[src/rtl/bpr_pkg.sv]
package bpr_pkg;
  localparam int unsigned BYTE_W = 8;

  function automatic logic even_par(input logic [BYTE_W-1:0] b);
    return ^b;
  endfunction
endpackage

[src/rtl/bpr_wr_encode.sv]
module bpr_wr_encode
  import bpr_pkg::*;
#(
  parameter int unsigned NB = 4
) (
  input  logic [NB*BYTE_W-1:0] wdata_i,
  input  logic [NB-1:0]        wbit_i,
  input  logic                 par_mode_i,
  output logic [NB-1:0]        wnin_o
);
  for (genvar b = 0; b < NB; b++) begin : g_lane
    assign wnin_o[b] = par_mode_i ? even_par(wdata_i[b*BYTE_W +: BYTE_W]) : wbit_i[b];
  end
endmodule

[src/rtl/bpr_store.sv]
module bpr_store
  import bpr_pkg::*;
#(
  parameter int unsigned NB         = 4,
  parameter int unsigned DEPTH      = 64,
  parameter int unsigned AW         = $clog2(DEPTH),
  parameter logic [DEPTH*NB*BYTE_W-1:0] INIT_WORDS = '0
) (
  input  logic                 clk_i,
  input  logic                 rst_ni,
  input  logic                 en_i,
  input  logic                 we_i,
  input  logic [AW-1:0]        addr_i,
  input  logic [NB-1:0]        be_i,
  input  logic [NB*BYTE_W-1:0] wdata_i,
  input  logic [NB-1:0]        wnin_i,
  output logic [NB*BYTE_W-1:0] rdata_o,
  output logic [NB-1:0]        rnin_o
);
  localparam int unsigned DATA_W = NB * BYTE_W;
  localparam int unsigned LANE_W = BYTE_W + 1;

  for (genvar b = 0; b < NB; b++) begin : g_lane
    logic [LANE_W-1:0] mem [DEPTH];
    logic [LANE_W-1:0] rd_q;

    initial begin
      for (int k = 0; k < DEPTH; k++) begin
        mem[k] = {even_par(INIT_WORDS[k*DATA_W + b*BYTE_W +: BYTE_W]),
                  INIT_WORDS[k*DATA_W + b*BYTE_W +: BYTE_W]};
      end
    end

    // write port, no reset on storage
    always_ff @(posedge clk_i) begin
      if (en_i && we_i && be_i[b]) begin
        mem[addr_i] <= {wnin_i[b], wdata_i[b*BYTE_W +: BYTE_W]};
      end
    end

    // read-before-write output register
    always_ff @(posedge clk_i or negedge rst_ni) begin
      if (!rst_ni) begin
        rd_q <= '0;
      end else if (en_i) begin
        rd_q <= mem[addr_i];
      end
    end

    assign rdata_o[b*BYTE_W +: BYTE_W] = rd_q[BYTE_W-1:0];
    assign rnin_o[b]                   = rd_q[BYTE_W];
  end
endmodule

[src/rtl/bpr_check.sv]
module bpr_check
  import bpr_pkg::*;
#(
  parameter int unsigned NB = 4
) (
  input  logic [NB*BYTE_W-1:0] rdata_i,
  input  logic [NB-1:0]        rnin_i,
  input  logic                 chk_en_i,
  output logic [NB-1:0]        err_o
);
  for (genvar b = 0; b < NB; b++) begin : g_lane
    assign err_o[b] = chk_en_i && (even_par(rdata_i[b*BYTE_W +: BYTE_W]) != rnin_i[b]);
  end
endmodule

[src/rtl/byte_parity_ram.sv]
module byte_parity_ram
  import bpr_pkg::*;
#(
  parameter int unsigned NB    = 4,
  parameter int unsigned DEPTH = 64,
  parameter logic [DEPTH*NB*BYTE_W-1:0] INIT_WORDS = '0
) (
  input  logic                       clk_i,
  input  logic                       rst_ni,
  input  logic                       en_i,
  input  logic                       we_i,
  input  logic [$clog2(DEPTH)-1:0]   addr_i,
  input  logic [NB-1:0]              be_i,
  input  logic [NB*BYTE_W-1:0]       wdata_i,
  input  logic [NB-1:0]              wbit_i,
  input  logic                       par_mode_i,
  output logic [NB*BYTE_W-1:0]       rdata_o,
  output logic [NB-1:0]              rbit_o,
  output logic [NB-1:0]              err_o
);
  localparam int unsigned AW     = $clog2(DEPTH);
  localparam int unsigned DATA_W = NB * BYTE_W;

  logic [NB-1:0]     wnin;
  logic [DATA_W-1:0] rdata;
  logic [NB-1:0]     rnin;
  logic              chk_q;

  bpr_wr_encode #(.NB(NB)) u_enc (
    .wdata_i    (wdata_i),
    .wbit_i     (wbit_i),
    .par_mode_i (par_mode_i),
    .wnin_o     (wnin)
  );

  bpr_store #(
    .NB         (NB),
    .DEPTH      (DEPTH),
    .AW         (AW),
    .INIT_WORDS (INIT_WORDS)
  ) u_store (
    .clk_i   (clk_i),
    .rst_ni  (rst_ni),
    .en_i    (en_i),
    .we_i    (we_i),
    .addr_i  (addr_i),
    .be_i    (be_i),
    .wdata_i (wdata_i),
    .wnin_i  (wnin),
    .rdata_o (rdata),
    .rnin_o  (rnin)
  );

  // mode travels with the read so flags match the data they cover
  always_ff @(posedge clk_i or negedge rst_ni) begin
    if (!rst_ni) begin
      chk_q <= 1'b0;
    end else if (en_i) begin
      chk_q <= par_mode_i;
    end
  end

  bpr_check #(.NB(NB)) u_chk (
    .rdata_i  (rdata),
    .rnin_i   (rnin),
    .chk_en_i (chk_q),
    .err_o    (err_o)
  );

  assign rdata_o = rdata;
  assign rbit_o  = rnin;
endmodule

[config.mk]
export PLATFORM = sky130hd
export DESIGN_NAME = byte_parity_ram
export DESIGN_NICKNAME = d
export VERILOG_FILES = /design/src/rtl/bpr_pkg.sv /design/src/rtl/bpr_wr_encode.sv /design/src/rtl/bpr_store.sv /design/src/rtl/bpr_check.sv /design/src/rtl/byte_parity_ram.sv
export SDC_FILE = /design/constraint.sdc
export NUM_CORES = 2
export LEC_CHECK = 0
export BUFFER_PORTS_ARGS = -buffer_cell sky130_fd_sc_hd__buf_2
export CELL_PAD_IN_SITES_DETAIL_PLACEMENT = 1
export CELL_PAD_IN_SITES_GLOBAL_PLACEMENT = 1
export CORE_MARGIN = 10
export CORE_UTILIZATION = 59
export CTS_CLUSTER_DIAMETER = 150
export CTS_CLUSTER_SIZE = 25
export DETAILED_ROUTE_END_ITERATION = 12
export HOLD_SLACK_MARGIN = 0.12
export PLACE_DENSITY = 0.81
export SYNTH_ARGS = -nofsm -noshare
export SYNTH_HDL_FRONTEND = slang
export SYNTH_SLANG_ARGS = --single-unit
[constraint.sdc]
create_clock -name clk_i -period 3.15 [get_ports clk_i]
set_clock_uncertainty 0.15 [all_clocks]
set_input_delay 0.315 -clock clk_i [delete_from_list [all_inputs] [get_ports clk_i]]
set_output_delay 0.315 -clock clk_i [all_outputs]
set_load 0.03 [all_outputs]
After elaboration in Yosys (flattened, before gate mapping):

Memories as Yosys holds them, arrays and structs flattened. A register that Yosys moved wholly into a read port is not among the register bits.
Cells that the tools add are included.

* equal/unequal tests: 4
* reductions and logical operators: 21
* muxes and demuxes: 12

Operators with widths (count)
* 8-bit XOR reduction: 8
* 1-bit two-way mux: 12
* 1-bit logical AND: 9
* 1-bit zero test: 4
* 1-bit != test: 4

* bits in writable memories: 2304
* input port bits: 51
* memories: 4
* flip-flop bits (word level): 1
* logic and storage cells: 42

Memories
* u_store.g_lane[0].mem: depth 64, width 9, read ports 1, clocked after Yosys merged registers in 1, write ports 1, line bpr_store.sv:24 `logic [LANE_W-1:0] mem [DEPTH];`
* u_store.g_lane[1].mem: depth 64, width 9, read ports 1, clocked after Yosys merged registers in 1, write ports 1, line bpr_store.sv:24
* u_store.g_lane[2].mem: depth 64, width 9, read ports 1, clocked after Yosys merged registers in 1, write ports 1, line bpr_store.sv:24
* u_store.g_lane[3].mem: depth 64, width 9, read ports 1, clocked after Yosys merged registers in 1, write ports 1, line bpr_store.sv:24

Longest topological paths before layout:

* word-level depth: 4
* gate-level depth with buffers: 12
* depth with buffers taken out: 6

By module:

From an unflattened synthesis, not the netlist that was laid out.

* cells, all modules: 5085
* area total of the unflattened synthesis: 91416.4 um2

Modules (own cells, without submodules)
* bpr_store: area an instance 90723.3 um2, instances 1, cells an instance 5013
* bpr_check: area an instance 369.1 um2, instances 1, cells an instance 33
* bpr_wr_encode: area an instance 284.0 um2, instances 1, cells an instance 37
* byte_parity_ram: area an instance 40.0 um2, instances 1, cells an instance 2

Worst setup path after synthesis:

OpenSTA, ideal clock, no wires.

* kind: input to register
* start point: in wdata_i[29]
* end point: mem u_store.g_lane[3].mem[0][8] (netlist bit), data pin
* cell stages on the path: 4
* library setup time: 549 ps
* path slack: -47 ps
* data arrival time: 2498 ps
* cells stage by stage: xnor2_1 -> xnor2_1 -> xnor2_1 -> a21oi_1

* cells in the longest elaborated chain, start to end: 2

RTL lines
* start: declaration: line byte_parity_ram.sv:14 `input logic [NB*BYTE_W-1:0] wdata_i,`
* 8-bit XOR reduction: line bpr_pkg.sv:5 `return ^b;`
* 1-bit two-way mux: line bpr_wr_encode.sv:12 `assign wnin_o[b] = par_mode_i ? even_par(wdata_i[b*BYTE_W +: BYTE_W]) : wbit_i[b];`
* via u_enc.wnin_o[3]: line bpr_wr_encode.sv:9 `output logic [NB-1:0] wnin_o`
* end: declaration: line bpr_store.sv:24

The timed path passes the listed nets, and every way through them passes these cells.

Worst setup path after layout:

* start point: reg u_store.g_lane[1].rd_q[4], read port of u_store.g_lane[1].mem
* end point: out err_o[1]

* cells in the longest elaborated chain, start to end: 3

RTL lines
* start: declaration: line bpr_store.sv:25 `logic [LANE_W-1:0] rd_q;`
* 8-bit XOR reduction: line bpr_pkg.sv:5
* 1-bit != test: line bpr_check.sv:12 `assign err_o[b] = chk_en_i && (even_par(rdata_i[b*BYTE_W +: BYTE_W]) != rnin_i[b]);`
* 1-bit logical AND: line bpr_check.sv:12
* end: declaration: line byte_parity_ram.sv:19 `output logic [NB-1:0] err_o`

Every way passes these cells.

==> qor.csv <==
stage;metric;value;unit
status;run status;completed;
route;average via count per standard cell;7.47;
yosys;Cell variety after synth;78;
clock_network;TritonCTS clock tree;yes;
setup_path;crit-path cells;xnor2_1, xnor2_1, xnor2_2, xnor2_1, and2_1, buf_2;
yosys;count of yosys warnings during synthesis;0;
yosys;portion of synthesized cell area occupied by the leading cell type;75.5;%
grt;Remaining Overflow, GRT;0;
placement;post-place instance area;98900;µm²
route;DRT Wirelength;328;mm
yosys;Yosys top cell by area;edfxtp_1;
floorplanning;Floorplan Core Area;154000;µm²
setup_path;CP most frequent cell;xnor2_1;
finish;final cell count without fillers;7721;
timing;final cycle utilization of the critical path;95.9;%
yosys;Post-Synthesis Net Count;5094;
yosys;sequential share of the synthesized area;76.5;%
grt;GRT Resource Usage Total;37.3;%
min_path;class of the worst hold path;input port to flip-flop;
power_and_ir_drop;Power Total;55600;µW
yosys;synthesis-stage register bit count;2341;
clock_network;library cell used as clock root buffer;clkbuf_16;
floorplanning;number of placement rows;144;
grt;via count of the first global-routing pass;58600;
setup_path;Arr. time, crit path;2.56;ns
placement;number of input and output port buffers inserted;90;
clock_network;buffer levels on the longest clock path;3;
route;total iterations of the first detailed-routing run;6;
finish;Final nets;5629;
setup_path;class of the most critical setup path;flip-flop to output pin;
floorplanning;DIE WIDTH;414;µm
setup_path;Worst Setup End Kind;output pin;
finish;most frequent standard cell in the layout excluding fill and tap cells;edfxtp_1;
yosys;main area contributors after synthesis;edfxtp_1 (75%), mux4_2 (4.4%), mux2i_1 (2.6%);
floorplanning;Die Y;414;µm
yosys;share of flip-flops with an asynchronous set or reset;1.58;%
timing;Worst-Margin Slew;1.11;ns
setup_path;r2r startpoint;u_store.g_lane[0].mem[27][3];
finish;most frequent cells in the layout;edfxtp_1 (2304), buf_4 (582), nor2_1 (360);
route;residual antenna-violating net count after detailed routing;0;
yosys;Mapped Cells;5043;
route;vias after detailed routing;57700;
yosys;EDFF count, synth;2304;
route;Iteration-0 DRC Markers;10900;
power_and_ir_drop;Peak supply drop;0.474;mV
route;average routed wire per standard cell;42.5;µm
finish;share of layout cells above drive strength 1;22.8;%
setup_path;number of buffers and inverters on the critical path;1;
yosys;adder-cell area share of the yosys netlist;0;%
clock_network;Inserted Clock Buffers;103;
setup_path;largest incremental delay on the critical path;0.51;ns
placement;RD Place Congestion;0.939;
setup_path;critical path's slowest cell;dfrtp_1;
setup_path;worst setup path startpoint;u_store.g_lane[1].rd_q[4];
grt;first-pass GRT wire length;457;mm
setup_path;nature of the critical path startpoint;flip-flop;
clock_network;Post-CTS Setup Inserts;0;
yosys;multiplexer share of the synthesized area;9.53;%
timing;final-report setup violation count;0;
timing;total count of hold-check failures in the final report;0;
yosys;post-synthesis cell area;91700;µm²
run;number of max-cap violations;0;
timing;unrepaired setup endpoints after global routing;false;
yosys;post-synthesis share of cell area spent on and, or, nand and nor gates;2.90;%
route;DRC;0;
floorplanning;Initial Utilization;59.4;%
min_path;hold path startpoint;wdata_i[30];
floorplanning;top-level port count;91;
placement;Post-Place Cells;7482;
finish;post-layout instance area;102000;µm²
timing;final-report max-slew violation count;0;
timing;maximum clock frequency;0.331;GHz
setup_path;Required @ worst endpoint;2.68;ns
clock_network;count of clock tree sinks;2341;
clock_network;H-tree depth reported by CTS;3;
finish;fillers;13000;
yosys;main combinational cell family by area after synthesis;multiplexers;
setup_path;category of cells accounting for the largest share of critical-path delay;XOR/XNOR gates;
clock_network;Clk Latency, worst-skew pair;0.82;ns
clock_network;Worst-path clk slew;0.10;ns
yosys;most common flop cell mapped by yosys;edfxtp_1;
setup_path;CP max FO;3;
timing;Final Critical Period;3.02;ns
yosys;post-synthesis xor/xnor area fraction;0.573;%
power_and_ir_drop;P per Cell Area;544;nW/µm²
yosys;average cell area after synthesis;18.2;µm²
floorplanning;die footprint;172000;µm²
yosys;Compound-Gate Fraction of Synth Area;8.26;%
finish;synthesis-to-layout area growth;11.5;%
grt;initial antenna violation count;16;
timing;max_slew headroom;26.1;%
grt;pin count of the biggest net entering global routing;65;
power_and_ir_drop;Leak Pwr;0.0330;µW
placement;estimated wirelength of the detail-placed design;211;mm
-- layout make-up --
cell class | count | area [µm²] | area share (%)
tap | 2044 | 2560 | 2.50
clock buffer | 186 | 2890 | 2.83
antenna | 16 | 40.0 | 0.0392
clock inverter | 2 | 20.0 | 0.0196
timing repair buffer | 790 | 6880 | 6.73
sequential | 2341 | 70100 | 68.6
inverter | 4 | 25.0 | 0.0245
multi-input combinational | 2338 | 19700 | 19.3
-- Yosys cell counts, types with 7 or more instances --
master        n
edfxtp_1   2304
nor2_1      364
mux2i_1     242
a221oi_1    221
mux2_2      189
mux4_2      179
a22oi_1     169
nand2_1     161
a21oi_1     146
buf_2       129
o22ai_1     113
clkbuf_1    110
o21ai_0     102
buf_4        54
xnor2_1      54
a22o_1       46
dfrtp_1      37
buf_6        36
a221o_1      31
buf_1        28
a31oi_1      25
nand3_1      25
o221ai_1     24
a222oi_1     18
o32a_1       18
a211oi_1     15
nor3_1       15
o2bb2ai_1    15
and2_1       11
o22a_1       10
a211o_1       9
nor2b_1       8
a221oi_2      7
and3_1        7
-- final timing paths --
kind	to	slack, ns	cells past startpoint
max	err_o[1]	0.13	6
min	u_store.g_lane[3].mem[24][6]	0.11	2
max reg2reg	u_store.g_lane[0].rd_q[3]	0.31	6
min reg2reg	u_store.g_lane[3].rd_q[4]	0.50	2
max in group asynchronous	u_store.g_lane[2].rd_q[1]	1.54	4
min in group asynchronous	u_store.g_lane[0].rd_q[3]	0.63	4
-- logic make-up (layout without fill, tap and decap cells) --
kind of cell / after synthesis / after routing
AOI/OAI and AO/OA: 1024 / 1024
xor gates and xnor gates: 60 / 60
buffers and inverters: 364 / 982
DFF: 2341 / 2341
muxes: 619 / 619
other: 0 / 16
and+or+nand+nor: 635 / 635
-- flip-flops by register name (all words and copies together), names as in the netlist --
signal	cells
chk_q	1
u_store.g_lane.mem	2304
u_store.g_lane.rd_q	36
-- routing by layer --
| layer | share of wire (%) | global-route usage [%] |
|---|---|---|
| met1 | 33 | 46.2 |
| met2 | 45 | 56.9 |
| met3 | 13 | 10.6 |
| met4 | 8.7 | 25.8 |
| met5 | 0.078 | 0.722 |
-- through the flow --
step           setup slack, ns  setup TNS, ns  util [%]  hold slack [ns]
2_1_floorplan            0.388              0         -           -0.131
3_3_place_gp           -0.0658         -0.130      64.1           0.0284
3_5_place_dp            -0.219         -0.676      64.1           0.0280
4_1_cts                 0.0386              0      66.2            0.120
5_1_grt                  0.116              0      66.3            0.141
6_report                 0.128              0      66.3            0.114
-- power breakdown --
part	leakage (µW)	switching (µW)	internal, µW
Clock	0.00138	9540	6260
Sequential	0.0212	201	34500
Combinational	0.0104	3520	1630
-- repair_timing --
item,in CTS,in global routing
gates resized for setup,0,1
hold buffers,35,0
hold endpoints to repair,1410,0
setup endpoints to repair,0,1
No activity file was read; power rests on OpenSTA's default activity.
